### src/rtl/ntc_pkg.sv
package ntc_pkg;

  typedef enum logic [1:0] {
    SRC_NET    = 2'd0,
    SRC_LOCAL  = 2'd1,
    SRC_BYPASS = 2'd2,
    SRC_NONE   = 2'd3
  } src_sel_e;

  localparam int N_DEST   = 3;
  localparam int DEST_FWD = 0;
  localparam int DEST_CAP = 1;
  localparam int DEST_BYP = 2;

  localparam logic [N_DEST-1:0] RESET_MASK = 3'b001;

  // Destinations of a network flit that are actually reachable under the
  // present configuration and variant.
  function automatic logic [N_DEST-1:0] live_dests(
    input logic [1:0]        src,
    input logic [N_DEST-1:0] mask,
    input bit                out_side
  );
    logic [N_DEST-1:0] d;
    d[DEST_FWD] = mask[DEST_FWD] && (src == SRC_NET);
    d[DEST_CAP] = mask[DEST_CAP];
    d[DEST_BYP] = mask[DEST_BYP] && !out_side;
    return d;
  endfunction

endpackage

### src/rtl/ntc_hold_stage.sv
module ntc_hold_stage #(
  parameter int DATA_W = 34
) (
  input  logic              clk,
  input  logic              rst_n,
  input  logic              load,
  input  logic [DATA_W-1:0] load_data,
  input  logic              out_ready,
  output logic              out_valid,
  output logic [DATA_W-1:0] out_data,
  output logic              can_take
);

  logic              valid_q, valid_d;
  logic [DATA_W-1:0] data_q, data_d;
  logic              en;

  assign can_take  = !valid_q || out_ready;
  assign out_valid = valid_q;
  assign out_data  = data_q;

  always_comb begin
    en      = load || (valid_q && out_ready);
    valid_d = load ? 1'b1 : 1'b0;
    data_d  = load ? load_data : data_q;
  end

  always_ff @(posedge clk or negedge rst_n) begin
    if (!rst_n) begin
      valid_q <= 1'b0;
      data_q  <= '0;
    end else if (en) begin
      valid_q <= valid_d;
      data_q  <= data_d;
    end
  end

endmodule

### src/rtl/ntc_cfg_gate.sv
module ntc_cfg_gate
  import ntc_pkg::*;
(
  input  logic              clk,
  input  logic              rst_n,
  input  logic [1:0]        src_in,
  input  logic [N_DEST-1:0] mask_in,
  input  logic              idle,
  output logic [1:0]        src_q,
  output logic [N_DEST-1:0] mask_q,
  output logic              pend
);

  logic [1:0]        src_d;
  logic [N_DEST-1:0] mask_d;
  logic              en;

  assign pend = (src_in != src_q) || (mask_in != mask_q);

  always_comb begin
    en     = idle && pend;
    src_d  = src_in;
    mask_d = mask_in;
  end

  always_ff @(posedge clk or negedge rst_n) begin
    if (!rst_n) begin
      src_q  <= SRC_NET;
      mask_q <= RESET_MASK;
    end else if (en) begin
      src_q  <= src_d;
      mask_q <= mask_d;
    end
  end

endmodule

### src/rtl/ntc_fanout.sv
module ntc_fanout
  import ntc_pkg::*;
#(
  parameter bit OUTPUT_SIDE = 1'b0
) (
  input  logic [1:0]        src_q,
  input  logic [N_DEST-1:0] mask_q,
  input  logic              pend,
  input  logic [N_DEST-1:0] can_take,
  input  logic              net_in_valid,
  input  logic              loc_in_valid,
  input  logic              byp_in_valid,
  output logic              net_in_ready,
  output logic              loc_in_ready,
  output logic              byp_in_ready,
  output logic [N_DEST-1:0] load
);

  logic [N_DEST-1:0] live;
  logic              net_go, loc_go, byp_go;

  always_comb begin
    live         = live_dests(src_q, mask_q, OUTPUT_SIDE);
    // every live stage must take the flit in the same edge
    net_in_ready = !pend && (|live) && (&(can_take | ~live));
    loc_in_ready = !pend && (src_q == SRC_LOCAL) && can_take[DEST_FWD];
    byp_in_ready = OUTPUT_SIDE && !pend && (src_q == SRC_BYPASS)
                   && can_take[DEST_FWD];
    net_go = net_in_valid && net_in_ready;
    loc_go = loc_in_valid && loc_in_ready;
    byp_go = byp_in_valid && byp_in_ready;
    load[DEST_FWD] = (net_go && live[DEST_FWD]) || loc_go || byp_go;
    load[DEST_CAP] = net_go && live[DEST_CAP];
    load[DEST_BYP] = net_go && live[DEST_BYP];
  end

endmodule

### src/rtl/ntc_link_cell.sv
module ntc_link_cell
  import ntc_pkg::*;
#(
  parameter int DATA_W      = 34,
  parameter bit OUTPUT_SIDE = 1'b0
) (
  input  logic              clk,
  input  logic              rst_n,
  input  logic [1:0]        cfg_src_sel,
  input  logic [2:0]        cfg_dest_mask,
  input  logic              net_in_valid,
  output logic              net_in_ready,
  input  logic [DATA_W-1:0] net_in_data,
  output logic              net_out_valid,
  input  logic              net_out_ready,
  output logic [DATA_W-1:0] net_out_data,
  input  logic              loc_in_valid,
  output logic              loc_in_ready,
  input  logic [DATA_W-1:0] loc_in_data,
  output logic              loc_out_valid,
  input  logic              loc_out_ready,
  output logic [DATA_W-1:0] loc_out_data,
  input  logic              byp_in_valid,
  output logic              byp_in_ready,
  input  logic [DATA_W-1:0] byp_in_data,
  output logic              byp_out_valid,
  input  logic              byp_out_ready,
  output logic [DATA_W-1:0] byp_out_data
);

  logic [1:0]        cfg_src_q;
  logic [N_DEST-1:0] cfg_mask_q;
  logic              cfg_pend;
  logic              stages_idle;

  logic [N_DEST-1:0] stg_load;
  logic [N_DEST-1:0] stg_can_take;
  logic [N_DEST-1:0] stg_valid;
  logic [N_DEST-1:0] stg_out_ready;
  logic [DATA_W-1:0] stg_in_data  [N_DEST];
  logic [DATA_W-1:0] stg_out_data [N_DEST];
  logic [DATA_W-1:0] fwd_data;

  assign stages_idle = ~|stg_valid;

  ntc_cfg_gate i_cfg (
    .clk     (clk),
    .rst_n   (rst_n),
    .src_in  (cfg_src_sel),
    .mask_in (cfg_dest_mask),
    .idle    (stages_idle),
    .src_q   (cfg_src_q),
    .mask_q  (cfg_mask_q),
    .pend    (cfg_pend)
  );

  ntc_fanout #(.OUTPUT_SIDE(OUTPUT_SIDE)) i_fan (
    .src_q        (cfg_src_q),
    .mask_q       (cfg_mask_q),
    .pend         (cfg_pend),
    .can_take     (stg_can_take),
    .net_in_valid (net_in_valid),
    .loc_in_valid (loc_in_valid),
    .byp_in_valid (byp_in_valid),
    .net_in_ready (net_in_ready),
    .loc_in_ready (loc_in_ready),
    .byp_in_ready (byp_in_ready),
    .load         (stg_load)
  );

  // source selector in front of the forward stage
  always_comb begin
    case (cfg_src_q)
      SRC_LOCAL:  fwd_data = loc_in_data;
      SRC_BYPASS: fwd_data = byp_in_data;
      default:    fwd_data = net_in_data;
    endcase
  end

  assign stg_out_ready[DEST_FWD] = net_out_ready;
  assign stg_out_ready[DEST_CAP] = loc_out_ready;
  assign stg_out_ready[DEST_BYP] = byp_out_ready;

  assign stg_in_data[DEST_FWD] = fwd_data;
  assign stg_in_data[DEST_CAP] = net_in_data;
  assign stg_in_data[DEST_BYP] = net_in_data;

  for (genvar k = 0; k < N_DEST; k++) begin : g_stage
    if (k == DEST_BYP && OUTPUT_SIDE) begin : g_absent
      logic unused_rdy;
      assign unused_rdy          = stg_out_ready[k];
      assign stg_valid[k]        = 1'b0;
      assign stg_can_take[k]     = 1'b1;
      assign stg_out_data[k]     = '0;
    end else begin : g_present
      ntc_hold_stage #(.DATA_W(DATA_W)) i_hold (
        .clk       (clk),
        .rst_n     (rst_n),
        .load      (stg_load[k]),
        .load_data (stg_in_data[k]),
        .out_ready (stg_out_ready[k]),
        .out_valid (stg_valid[k]),
        .out_data  (stg_out_data[k]),
        .can_take  (stg_can_take[k])
      );
    end
  end

  assign net_out_valid = stg_valid[DEST_FWD];
  assign net_out_data  = stg_out_data[DEST_FWD];
  assign loc_out_valid = stg_valid[DEST_CAP];
  assign loc_out_data  = stg_out_data[DEST_CAP];
  assign byp_out_valid = stg_valid[DEST_BYP];
  assign byp_out_data  = stg_out_data[DEST_BYP];

endmodule

### config.mk
export PLATFORM = sky130hd
export DESIGN_NAME = ntc_link_cell
export DESIGN_NICKNAME = d
export VERILOG_FILES = /design/src/rtl/ntc_pkg.sv /design/src/rtl/ntc_hold_stage.sv /design/src/rtl/ntc_cfg_gate.sv /design/src/rtl/ntc_fanout.sv /design/src/rtl/ntc_link_cell.sv
export SDC_FILE = /design/constraint.sdc
export NUM_CORES = 1
export LEC_CHECK = 0
export BUFFER_PORTS_ARGS = -buffer_cell sky130_fd_sc_hd__buf_2
export CORE_UTILIZATION = 49
export CTS_CLUSTER_DIAMETER = 100
export CTS_CLUSTER_SIZE = 16
export DETAILED_ROUTE_END_ITERATION = 8
export HOLD_SLACK_MARGIN = 0.02
export PLACE_DENSITY = 0.82
export SLEW_MARGIN = 15
export SYNTH_ARGS = -nofsm -noshare
export SYNTH_HDL_FRONTEND = slang
export SYNTH_HIERARCHICAL = 1
export SYNTH_SLANG_ARGS = --single-unit
### constraint.sdc
create_clock -name clk -period 2.9 [get_ports clk]
set_input_delay 0.58 -clock clk [delete_from_list [all_inputs] [get_ports clk]]
set_output_delay 0.58 -clock clk [all_outputs]
set_load 0.1 [all_outputs]
After elaboration in Yosys (flattened, before gate mapping). Index checks and enable logic that the tools add are counted.

Equality and inequality tests: 4. Multiplexer cells: 4. Bitwise gates (word level): 2. Reduce and logical (&&, ||, !) cells: 34.

Operators by type and width (count): 34-bit one-hot mux with 2 select lines (1); 1-bit logical AND (14); 1-bit logical OR (8); 2-bit AND reduction (3); 3-bit OR reduction (2); 1-bit zero test (5); 1-bit 2-to-1 mux (3); 3-bit != test (1); 3-bit NOT (1); 3-bit OR (1); 3-bit AND reduction (1); 2-bit by 1-bit equality test with 1-bit output, second input constant (1); 2-bit equality test, second input constant (1); 2-bit zero test (1); 2-bit != test (1).

Bits in registers: 110. Output and inout port bits: 108. Logic and storage cells: 52.

Longest topological paths before layout.
Word-level depth: 11. Gate-level depth with buffers: 9. Gate-level depth less buffers: 7.

Cells and area by module. Netlist, hierarchy kept.

Modules (own cells, without submodules): ntc_hold_stage (times used 3, cells an instance 75, area an instance 1451.4 sq um, sequential area each 875.8 sq um); ntc_link_cell (times used 1, cells an instance 122, area an instance 1016.0 sq um, sequential area each 0.0 sq um); ntc_cfg_gate (times used 1, cells an instance 17, area an instance 236.5 sq um, sequential area each 126.4 sq um); ntc_fanout (times used 1, cells an instance 14, area an instance 126.4 sq um, sequential area each 0.0 sq um).

Worst setup path before layout. No wires, ideal clock.

Path kind: input-to-reg. From: in cfg_src_sel[0]. To: reg g_stage[0].g_present.i_hold.data_q[0]. Library setup time: 0.126 ns. Arrival: 2.573 ns. Slack: 0.201 ns. Stages: 9. Buffers on the path: 2. Path through: xor2_1 > nor3_1 > nand3_1 > and4bb_2 > nand2_1 > o41ai_1 > buf_6 > buf_12 > mux2_4.

RTL lines: start, declared (line ntc_link_cell.sv:9) `input logic [1:0] cfg_src_sel,`; 2-bit != test (*) (line ntc_cfg_gate.sv:18) `assign pend = (src_in != src_q) || (mask_in != mask_q);`; 1-bit logical OR (*) (line ntc_cfg_gate.sv:18); named net cfg_pend (line ntc_link_cell.sv:33) `logic cfg_pend;`; 1-bit zero test (*) (line ntc_fanout.sv:26) `loc_in_ready = !pend && (src_q == SRC_LOCAL) && can_take[DEST_FWD];`; 1-bit logical AND (*) (2 in series) (line ntc_fanout.sv:26); named net loc_in_ready (line ntc_link_cell.sv:18) `output logic loc_in_ready,`; 1-bit logical AND (*) (line ntc_fanout.sv:30) `loc_go = loc_in_valid && loc_in_ready;`; 1-bit logical OR (*) (line ntc_fanout.sv:32) `load[DEST_FWD] = (net_go && live[DEST_FWD]) || loc_go || byp_go;`; named net stg_load[0] (line ntc_link_cell.sv:36) `logic [N_DEST-1:0] stg_load;`; 1-bit logical OR (line ntc_hold_stage.sv:23) `en = load || (valid_q && out_ready);`; 2-bit AND reduction (no source line) (*); end signal, assigned (line ntc_hold_stage.sv:34) `data_q <= data_d;`; end, declared (line ntc_hold_stage.sv:15) `logic [DATA_W-1:0] data_q, data_d;`.

Mark *: on every way through the listed nets, which the timed path passes. The rest lies on a longest branch. A chain may end at the register's enable or synchronous reset.

Final worst setup path.
From: reg i_cfg.src_q[0]. To: out loc_in_ready.

Word-level cells in the longest chain between the ends: 5.

Ends and longest elaborated chain: start, declared (line ntc_cfg_gate.sv:9) `output logic [1:0] src_q,`; start signal, assigned (line ntc_cfg_gate.sv:31) `src_q <= src_d;`; 2-bit != test (line ntc_cfg_gate.sv:18); 1-bit logical OR (line ntc_cfg_gate.sv:18); named net cfg_pend (line ntc_link_cell.sv:33); 1-bit zero test (line ntc_fanout.sv:26); 1-bit logical AND (2 in series) (line ntc_fanout.sv:26); end, declared (line ntc_link_cell.sv:18).

The timed path passes the listed nets, and every way through them passes these cells.

==> metrics.md <==
| Metric | Value |
|---|---|
| Setup crit end kind | output pin |
| Combinational Power Share | 0.544 |
| Clock group share of total power | 0.175 |
| CTS buffer count | 9 |
| Iteration-0 DRC Markers | 157 |
| Worst R2R Path Depth | 7 |
| Final period util | 0.953 |
| Root buf cell | clkbuf_16 |
| Cell variety after synth | 32 |
| Hold buffer count at CTS | 0 |
| Adder-cell share of the synthesized area | 0.00436 |
| Clock Latency Late Sink | 340 ps |
| Initial Util | 0.502 |
| Cts repair resizes | 0 |
| RR Startpoint | i_cfg/src_q[0] |
| Grt met3 use | 0.0429 |
| Die area | 12,100 sq um |
| Mapped Cells | 378 |
| CP max stage delay | 480 ps |
| Sw Ratio | 0.532 |
| Worst path slowest cell | dfrtp_1 |
| Worst-path fanout max | 6 |
| Die W | 110 um |
| Fmax | 0.362 GHz |
| Via density | 5.22 |
| Startpoint types | flip-flop |
| YS warnings | 6 |
| Gr busiest metal | met2 |
| # Max-Cap Violations | 0 |
| Layout cells sized above 1 | 0.714 |
| Global-route wire length before repair | 20,200 um |
| Post-CTS Setup Bufs | 0 |
| Fin Setup TNS | 0 ps |
| Maximum VDD drop | 0.640 mV |
| Met2 usage | 0.375 |
| Critical path arrival | 2180 ps |
| Buffers & Inverters on Critical Path | 1 |
| Family with the most delay on the worst path | simple AND/OR/NAND/NOR gates |
| Port Buf Inserts | 220 |
| Post-layout min period | 2760 ps |
| Number of global-route vias before repair | 4,031 |
| Synth Net Count | 495 |
| Reg power frac | 0.282 |
| Final Max Tran Viols | 0 |
| Status | completed |
| Mux cell area share after synthesis | 0.267 |
| Antenna violations before repair | 0 |
| Worst relative slew slack | 0.543 |
| Largest net degree at the start of global routing | 65 |
| Syn_area_per_cell | 15.2 sq um |
| Commonest cells after routing, fill and taps aside | buf_2 (218), dfrtp_1 (109), mux2_4 (87) |
| Total track usage | 0.219 |
| Htree depth | 3 |
| Worst-path clk slew | 70 ps |
| # IOs | 223 |
| Most common cell after layout, fill and taps aside | buf_2 |
| Worst-Margin Slew | 680 ps |
| Remaining antenna violation count | 0 |
| RSZ-0062 raised after global routing | false |
| Asr flop ratio synth | 1.00 |
| Row cnt | 39 |
| Xor/xnor cell area share of the yosys netlist | 0.00764 |
| Layout Nets | 707 |
| Number of clock sinks | 110 |
| GRT Residual Overflow | 0 |
| Post-synthesis sequential area ratio | 0.480 |
| Area Growth Syn to Fin | 24.8% |
| Reg2Reg Setup Slack | 480 ps |
| Chip height | 110 um |
| R2r endpoint | g_stage[1].g_present.i_hold/out_data[19] |
| CP Data Required Time | 2320 ps |
| Hold Path Class | in2async |
| Vias | 3,855 |
| Routed WL per cell | 17.9 um |
| Total core area | 11,400 sq um |
| Leakage power | 3.68 nW |
| Setup CP Type | reg2out |
| Final wirelength | 13,200 um |
| EDFF count, synth | 0 |
| ANT cells | 0 |
| Cell Area, Synth | 5730 sq um |
| HPWL after detailed placement | 9490 um |
| Clk_skew | 9.28 ps |
| Final Power | 7.52 mW |
| Final hold vios | 0 |
| GR Layer Usage met1 | 0.273 |
| Cell breakdown of the critical path | xor2_1 -> nor3_1 -> nand3_1 -> and4bb_2 -> buf_2 |
| Placed insts | 722 |
| 1st-pass router iterations | 4 |
| Final setup viols | 0 |
| FF+latch count, synth | 110 |
| Primary FF master, synth | dfrtp_1 |
| Fin cells | 738 |
| DRC Markers | 0 |
| Combinational family with the most area after synthesis | multiplexers |
| Switch Pwr | 4.00 mW |
| CTS tree | done |
| Gp weighted congestion | 0.826 |
| Simple-gate share of the synthesized area | 0.0515 |
| Max Buffers Root-to-Sink | 2 |
| Compound-Gate Fraction of Synth Area | 0.122 |
| Int Power | 3.52 mW |
| Pwr dens | 1050 nW/um^2 |
==> cells by family (layout without fill, tap and decap cells) <==
kind of cell,count (synthesis),after routing
adder cells (fa/ha/maj),2,2
flip-flops,110,110
buffers and inverters,31,248
other,1,1
multiplexers,107,107
AO/OA/AOI/OAI,71,71
AND/OR/NAND/NOR,51,51
XOR/XNOR,5,5
==> cell usage after synthesis (all sizes together), types with 2 or more instances <==
cell    instances  share of area
and3            2         0.0022
xor2            3         0.0046
ha              2         0.0044
mux2          107           0.27
dfrtp         109           0.48
nor2b           2         0.0022
nor3            2         0.0017
nand3           2         0.0017
inv             3         0.0020
nand2          35          0.032
xnor2           2         0.0031
nand2b          6         0.0065
o21ai          34          0.043
a22oi          34          0.071
buf            28          0.065
==> metrics by stage <==
step | util | area [sq um] | setup WS (ps) | hold slack, ps
after floorplan | - | 5730 | 201 | 284
after global placement | 0.599 | 6840 | 350 | 420
after detailed placement | 0.599 | 6840 | 317 | 421
after CTS | 0.627 | 7160 | 121 | 51.9
after global routing | 0.627 | 7160 | 29.6 | 51.2
final | 0.627 | 7160 | 136 | 63.8
==> worst max path at each step <==
stage | endpoint | slack (ps) | cells after the start | start
floorplan | g_stage[0].g_present.i_hold/out_data[0] | 200 | 9 | cfg_src_sel[0]
global placement | loc_in_ready | 350 | 6 | cfg_src_sel[0]
detailed placement | g_stage[1].g_present.i_hold/out_data[16] | 320 | 8 | cfg_src_sel[0]
CTS | loc_in_ready | 120 | 5 | i_cfg/src_q[0]
global route | net_in_ready | 30 | 6 | i_cfg/src_q[0]
finish | loc_in_ready | 140 | 5 | i_cfg/src_q[0]
==> power by group through the flow <==
stage	sequential, mW	combinational (mW)	clock (mW)
after floorplan	4.75	0.815	0
after global placement	2.11	4.05	0
after detailed placement	2.13	4.10	0
after CTS	2.12	4.11	1.34
after global routing	2.16	4.22	1.40
final	2.12	4.09	1.31
==> sequential cells by signal, indices dropped and copies added (netlist names) <==
register / count
g_stage.g_present.i_hold/out_data: 102
g_stage.g_present.i_hold/out_valid: 3
i_cfg/mask_q: 3
i_cfg/src_q: 2
==> routing by layer <==
layer  up-vias  part of all wire  routed length (um)
li1       1779                 -                   -
met1      1893              0.42                5550
met2       162              0.50                6630
met3        21             0.061                 808
met4         0             0.018                 235
met5         -                 0                   0
==> worst register-to-register path, delay by kind of cell, from the launching register on <==
kind,cells,cell delay [ps]
and+or+nand+nor,3,640
DFF,1,480
xor gates and xnor gates,1,200
AOI/OAI and AO/OA,1,340
buffers and inverters,1,290
muxes,1,350
==> final cells by class <==
cell class                      instances  area (sq um)
Multi-Input combinational cell        237          2620
Fill cell                             877          4260
Timing Repair Buffer                  229          1270
Clock inverter                          5          83.8
Sequential cell                       110          2750
Tap cell                              143           179
Inverter                                3          11.3
Clock buffer                           11           233
No activity file was read; power rests on OpenSTA's default activity.
